[src/rtl/pwm_force_pkg.sv]
package pwm_force_pkg;
  localparam int CTL_W      = 16;
  localparam int UPD_W      = 6;
  localparam int EV_N       = 5;
  localparam int FREEZE_BIT = 5;
  localparam int NCH        = 2;
  localparam int MODE_W     = 2;

  typedef enum logic [MODE_W-1:0] {
    FM_NONE  = 2'd0,
    FM_LOW   = 2'd1,
    FM_HIGH  = 2'd2,
    FM_NONE3 = 2'd3
  } fmode_e;

  // field positions, per channel
  function automatic int cmode_lsb(input int ch);
    return 6 + MODE_W * ch;
  endfunction

  function automatic int trig_bit(input int ch);
    return 10 + 3 * ch;
  endfunction

  function automatic int omode_lsb(input int ch);
    return 11 + 3 * ch;
  endfunction

  // mode decode
  function automatic logic fm_forces(input logic [MODE_W-1:0] m);
    return (m == FM_LOW) || (m == FM_HIGH);
  endfunction

  function automatic logic fm_level(input logic [MODE_W-1:0] m);
    return (m == FM_HIGH);
  endfunction
endpackage

[src/rtl/pwm_force_shadow.sv]
module pwm_force_shadow
  import pwm_force_pkg::*;
(
  input  logic                         clk,
  input  logic                         rst_n,
  input  logic                         wr_en,
  input  logic [CTL_W-1:0]             wr_data,
  input  logic [EV_N-1:0]              ev,
  output logic [CTL_W-1:0]             ctl_q,
  output logic [NCH-1:0][MODE_W-1:0]   act_mode,
  output logic                         load_evt,
  output logic                         load_imm
);
  logic [CTL_W-1:0] ctl_nxt;
  logic [EV_N-1:0]  hits;
  logic             frozen;

  assign ctl_nxt  = wr_en ? wr_data : ctl_q;
  assign hits     = ev & ctl_q[EV_N-1:0];
  assign frozen   = ctl_q[FREEZE_BIT];
  assign load_imm = (ctl_nxt[UPD_W-1:0] == '0);
  assign load_evt = !frozen && (ctl_q[UPD_W-1:0] != '0) && (|hits);

  always_ff @(posedge clk or negedge rst_n) begin
    if (!rst_n) begin
      ctl_q <= '0;
    end else if (wr_en) begin
      ctl_q <= wr_data;
    end
  end

  always_ff @(posedge clk or negedge rst_n) begin
    if (!rst_n) begin
      act_mode <= '0;
    end else begin
      for (int ch = 0; ch < NCH; ch++) begin
        if (load_imm) begin
          act_mode[ch] <= ctl_nxt[cmode_lsb(ch) +: MODE_W];
        end else if (load_evt) begin
          act_mode[ch] <= ctl_q[cmode_lsb(ch) +: MODE_W];
        end
      end
    end
  end
endmodule

[src/rtl/pwm_force_trig.sv]
module pwm_force_trig
  import pwm_force_pkg::*;
(
  input  logic              wr_en,
  input  logic              new_trig,
  input  logic              cur_trig,
  input  logic [MODE_W-1:0] new_mode,
  output logic              fire,
  output logic [MODE_W-1:0] fire_mode
);
  // an edge of the stored trigger bit, either direction
  assign fire      = wr_en && (new_trig != cur_trig);
  assign fire_mode = new_mode;
endmodule

[src/rtl/pwm_force_chan.sv]
module pwm_force_chan
  import pwm_force_pkg::*;
(
  input  logic              clk,
  input  logic              rst_n,
  input  logic              gen,
  input  logic              fire,
  input  logic [MODE_W-1:0] fire_mode,
  input  logic [MODE_W-1:0] act_mode,
  output logic              state,
  output logic              pwm
);
  logic gen_prev;
  logic gen_moved;
  logic os_take;

  assign gen_moved = (gen != gen_prev);
  assign os_take   = fire && fm_forces(fire_mode);

  always_ff @(posedge clk or negedge rst_n) begin
    if (!rst_n) begin
      gen_prev <= 1'b0;
      state    <= 1'b0;
    end else begin
      gen_prev <= gen;
      if (os_take) begin
        state <= fm_level(fire_mode);
      end else if (gen_moved) begin
        state <= gen;
      end
    end
  end

  assign pwm = fm_forces(act_mode) ? fm_level(act_mode) : state;
endmodule

[src/rtl/pwm_force_ctrl.sv]
module pwm_force_ctrl
  import pwm_force_pkg::*;
(
  input  logic        clk,
  input  logic        rst_n,
  input  logic        wr_en,
  input  logic [15:0] wr_data,
  input  logic        gen_a,
  input  logic        gen_b,
  input  logic        ev_zero,
  input  logic        ev_period,
  input  logic        ev_cmpa,
  input  logic        ev_cmpb,
  input  logic        ev_sync,
  output logic        pwm_a,
  output logic        pwm_b,
  output logic [15:0] rd_data
);
  logic [CTL_W-1:0]           ctl_q;
  logic [NCH-1:0][MODE_W-1:0] act_mode;
  logic [NCH-1:0][MODE_W-1:0] fire_mode;
  logic [NCH-1:0]             os_fire;
  logic [NCH-1:0]             gen_v;
  logic [NCH-1:0]             pwm_v;
  logic [NCH-1:0]             state_v;
  logic [EV_N-1:0]            ev_v;
  logic                       load_evt;
  logic                       load_imm;

  assign ev_v  = {ev_sync, ev_cmpb, ev_cmpa, ev_period, ev_zero};
  assign gen_v = {gen_b, gen_a};

  pwm_force_shadow u_shadow (
    .clk      (clk),
    .rst_n    (rst_n),
    .wr_en    (wr_en),
    .wr_data  (wr_data),
    .ev       (ev_v),
    .ctl_q    (ctl_q),
    .act_mode (act_mode),
    .load_evt (load_evt),
    .load_imm (load_imm)
  );

  for (genvar ch = 0; ch < NCH; ch++) begin : g_ch
    pwm_force_trig u_trig (
      .wr_en     (wr_en),
      .new_trig  (wr_data[trig_bit(ch)]),
      .cur_trig  (ctl_q[trig_bit(ch)]),
      .new_mode  (wr_data[omode_lsb(ch) +: MODE_W]),
      .fire      (os_fire[ch]),
      .fire_mode (fire_mode[ch])
    );

    pwm_force_chan u_chan (
      .clk       (clk),
      .rst_n     (rst_n),
      .gen       (gen_v[ch]),
      .fire      (os_fire[ch]),
      .fire_mode (fire_mode[ch]),
      .act_mode  (act_mode[ch]),
      .state     (state_v[ch]),
      .pwm       (pwm_v[ch])
    );
  end

  assign pwm_a   = pwm_v[0];
  assign pwm_b   = pwm_v[1];
  assign rd_data = ctl_q;
endmodule

[config.mk]
export PLATFORM = sky130hd
export DESIGN_NAME = pwm_force_ctrl
export DESIGN_NICKNAME = d
export VERILOG_FILES = /design/src/rtl/pwm_force_pkg.sv /design/src/rtl/pwm_force_shadow.sv /design/src/rtl/pwm_force_trig.sv /design/src/rtl/pwm_force_chan.sv /design/src/rtl/pwm_force_ctrl.sv
export SDC_FILE = /design/constraint.sdc
export NUM_CORES = 1
export LEC_CHECK = 0
export ABC_AREA = 1
export CORE_ASPECT_RATIO = 0.9
export CORE_UTILIZATION = 40
export DETAILED_ROUTE_END_ITERATION = 10
export HOLD_SLACK_MARGIN = 0.03
export PLACE_DENSITY = 0.73
export SLEW_MARGIN = 20
export SYNTH_ARGS = -nofsm -noshare
export SYNTH_HDL_FRONTEND = slang
export SYNTH_SLANG_ARGS = --single-unit
[constraint.sdc]
create_clock -name clk -period 1.51 [get_ports clk]
set_clock_uncertainty 0.15 [all_clocks]
set_input_delay 0.2265 -clock clk [delete_from_list [all_inputs] [get_ports clk]]
set_output_delay 0.2265 -clock clk [all_outputs]
set_load 0.02 [all_outputs]
==> summary.md <==
| Metric | Value |
|---|---|
| Sum of overflow across all layers after global routing | `0` |
| Termination of the worst setup path | `pwm_a` |
| Cells along the critical path | `ha_1 > mux2_4 > buf_6` |
| Post-synthesis mux area share | `0.01840` |
| CTS tree | `done` |
| Total length of routed wires | `2.750 mm` |
| Main flop type after synthesis | `sky130_fd_sc_hd__dfrtp_1` |
| Distinct cells, synth | `22` |
| Critical-path cell with the highest stage delay | `sky130_fd_sc_hd__dfrtp_1` |
| Launch point of the critical path | `u_shadow.act_mode[1]` |
| Number of placement rows | `18` |
| # hold bufs at CTS | `0` |
| Cell type group with the largest total delay on the critical path | `flip-flops` |
| Post-synth EDFFs | `0` |
| Number of fillers in the final layout | `between 200 and 300` |
| Data required time of the worst path | `1.13 ns` |
| Routed via count | `1117` |
| Max-slew violation count | `0` |
| Placed cell count | `231` |
| Count of TritonRoute iterations in the first routing pass | `4` |
| Slew at the pin closest to its max-slew limit | `0.3120 ns` |
| Power density over the cells | `~970 nW/um^2` |
| Vertical extent of the die | `54.47 um` |
| Worst slew margin relative to its limit | `0.7920` |
| R2R Setup Slk | `0.16 ns` |
| Worst vdd ir | `approximately 0.4 mV` |
| Number of primary I/O pins | `44` |
| Final critical-path setup slack | `-0.3599 ns` |
| Class of the most critical hold timing path | `in2async` |
| Die Footprint | `approximately 3300 um^2` |
| Clk Tree Root Cell | `sky130_fd_sc_hd__clkbuf_4` |
| Max stage delay on crit path | `0.41 ns` |
| Total of endpoints with negative setup slack in the final report | `2` |
| Placer Congestion | `~0.85` |
| Vias/cell | `4.693` |
| Number of global-route vias before repair | `1120` |
| Half-perimeter wire length after detailed placement | `2.049 mm` |
| Post-detailed-route wirelength per cell | `approximately 12 um` |
| Worst setup SP type | `register` |
| Number of cells on the worst reg-to-reg path | `7` |
| Post-synth ARST share | `1.000` |
| Wire length on met2 | `1.315 mm` |
| Buffers and inverters on the worst path | `1` |
| Maximum number of pins on one net before global-route repair | `25` |
| Routed met3 length | `166 um` |
| Max-cap violations | `0` |
| Uppermost routed layer | `met4` |
| Hold Fails Final Rpt | `0` |
| Peak clock frequency supported by timing | `534.8 MHz` |
| Wire length of the first global-routing pass | `4.505 mm` |
| Cells after synthesis | `138` |
| Mapped Nets | `168` |
| Final core utilization | `0.6556` |
| Net count of the finished layout | `229` |
| Shortest period the worst path allows | `1.870 ns` |
| Cell area after synthesis | `1224 um^2` |
| Status | `complete, but fails checks` |
| Start of the worst register-to-register path | `u_shadow.ctl_q[1]` |
| Clock transition time at the flip-flop clock pins of the worst setup and hold paths | `0.13 ns` |
| Adder-cell share of the synthesized area | `0.04090` |
| Worst setup path category | `reg2out` |
| Xor and xnor fraction of the mapped netlist area | `0` |
| Number of H-tree branching levels | `1` |
| DR iter-0 viols | `38` |
| Standby leakage power | `0.0009327 uW` |
| Placed cell areas | `1772 um^2` |
| Fraction of layout instances using a drive strength above 1 | `0.2273` |
| Crit Reg-Reg Endpoint | `u_shadow.act_mode[1]` |
| Synth Area in Simple Gates | `0.2924` |
| Dominant combinational cell family by area after synthesis | `simple AND/OR/NAND/NOR gates` |
| Final routed DRC violation total | `0` |
| Sum of routed wire segments on met1 | `between 1 and 1.5 mm` |
| Maximum buffer depth of the clock tree | `2` |
| Post-route ant nets | `0` |
| Area taken by flip-flops and latches | `600.6 um^2` |
| Number of inserted diodes | `0` |
| Effective utilization at floorplan | `0.4347` |
| Total core area | `between 2000 and 3000 um^2` |
| Insertion delay to the later sink of the worst-skew pair | `0.32 ns` |
| Worst-path fanout max | `2` |
| CTS Sinks | `24` |
| Number of input and output port buffers inserted | `43` |
| Yosys warnings | `0` |
| Post-synthesis register bit count | `24` |
| Number of logic stages on the critical path including buffering | `3` |
| Sequential fraction of the synthesis area | `0.4908` |
| Synthesized area per cell | `8.867 um^2` |
| Unrepaired setup endpoints after global routing | `true` |
| Inserted Clock Buffers | `3` |
| Number of standard cells in the final layout excluding fillers | `238` |
| Multi-input logic area | `553.0 um^2` |
| X dimension of the die | `60.30 um` |
| Share of the synthesized area in compound gates (AO/OA/AOI/OAI) | `0.07771` |
| Arrival time of data at the critical path endpoint | `1.49 ns` |
| Finished layout cell area | `1846 um^2` |
| Number of antenna violations at the first check in global routing | `0` |
| Area growth from synthesis to layout | `50.82%` |
| Critical Path End Type | `output port` |
| Global-route usage over all layers | `0.1851` |
| Post-route clock period utilization | `1.238` |
| Failing checks | `setup timing` |
## flip-flops by register name (all words and copies together), names as in the netlist
register              cells
g_ch.u_chan.gen_prev      2
u_shadow.ctl_q           16
u_shadow.act_mode         4
g_ch.u_chan.state         2
## cells in the final DEF (no fill, tap or decap), drive strengths merged
master,instances
o21bai,1
o21ai,10
clkbuf,5
a31oi,2
inv,14
a21oi,2
clkdlybuf4s15,3
ha,4
dlygate4sd2,12
mux2,2
buf,20
nand2,48
dlymetal6s2s,1
dfrtp,24
nand3,14
clkdlybuf4s50,24
nor2,10
o211ai,2
## layout make-up
class                           instances  area share
Clock buffer                            4     0.01966
Inverter                               14     0.02983
Multi-Input combinational cell         95      0.2997
Sequential cell                        24      0.3254
Tap cell                               40     0.02712
Timing Repair Buffer                   61      0.2983
## synth_stat cells (3+ instances only)
master,n,area (um^2)
sky130_fd_sc_hd__inv_1,11,41.29
sky130_fd_sc_hd__o21ai_1,6,30.03
sky130_fd_sc_hd__nand2_1,40,150.1
sky130_fd_sc_hd__nand2_2,4,25.02
sky130_fd_sc_hd__nor2_1,6,22.52
sky130_fd_sc_hd__nand3_1,13,65.06
sky130_fd_sc_hd__dfrtp_1,24,600.6
sky130_fd_sc_hd__ha_1,4,50.05
sky130_fd_sc_hd__o21ai_0,4,20.02
sky130_fd_sc_hd__inv_2,3,11.26
sky130_fd_sc_hd__nand2_4,4,45.04
sky130_fd_sc_hd__nor2_4,3,33.78
## worst reg2reg max path, cell delays in order (launching register included)
cell and delay (ns):
sky130_fd_sc_hd__dfrtp_1 0.46, sky130_fd_sc_hd__nand2_1 0.08, sky130_fd_sc_hd__nand3_1 0.08, sky130_fd_sc_hd__o21bai_1 0.13
sky130_fd_sc_hd__buf_4 0.17, sky130_fd_sc_hd__nor2_1 0.05, sky130_fd_sc_hd__nand2_1 0.07, sky130_fd_sc_hd__nand3_1 0.07
## where the power goes
part | switching [uW] | internal, uW | total, uW
Sequential | 52.6 | 719 | 771
Clock | 197 | 148 | 345
Combinational | 316 | 356 | 671
Total | 565 | 1220 | 1790
## cell families (layout without fill, tap and decap cells)
| group | Yosys count | after routing |
|---|---|---|
| buffers and inverters | 19 | 79 |
| multiplexers | 2 | 2 |
| AND/OR/NAND/NOR | 72 | 72 |
| adder cells (fa/ha/maj) | 4 | 4 |
| AO/OA/AOI/OAI | 17 | 17 |
| flip-flops | 24 | 24 |
## worst min path at each step
stage                     slack (ns)                       to                from  cells after the start
after floorplan                -0.22  g_ch[0].u_chan.gen_prev               rst_n                      0
after global placement          0.31       u_shadow.ctl_q[12]  u_shadow.ctl_q[12]                      2
after detailed placement        0.33       u_shadow.ctl_q[15]  u_shadow.ctl_q[15]                      2
after CTS                       0.10       u_shadow.ctl_q[13]               rst_n                      2
after global routing            0.10       u_shadow.ctl_q[13]               rst_n                      2
final                            0.1       u_shadow.ctl_q[11]               rst_n                      2
## routing by layer
layer  vias to the layer above  GRT usage
li1                        562          -
met2                        42     0.3352
met1                       508     0.2178
met3                         5    0.03783
met4                         0    0.06202
met5                         -          0
## through the flow
step           total power (uW)  TNS (ns)  hold slack [ns]  worst slack, ns
2_1_floorplan              1083         0          -0.2191          0.07678
3_3_place_gp               1378    -2.110           0.3068          -0.3516
3_5_place_dp               1391    -2.494           0.3281          -0.3787
4_1_cts                    1765   -0.6809           0.1027          -0.3427
5_1_grt                    1884   -0.7326           0.1035          -0.3855
6_report                   1787   -0.6670          0.09666          -0.3599
## repair_timing
action,CTS,global route
endpoints found under the setup margin,21,9
pin swaps,2,1
resized for setup,32,8
buffers inserted,2,1
Power figures use the tool's default switching activity.
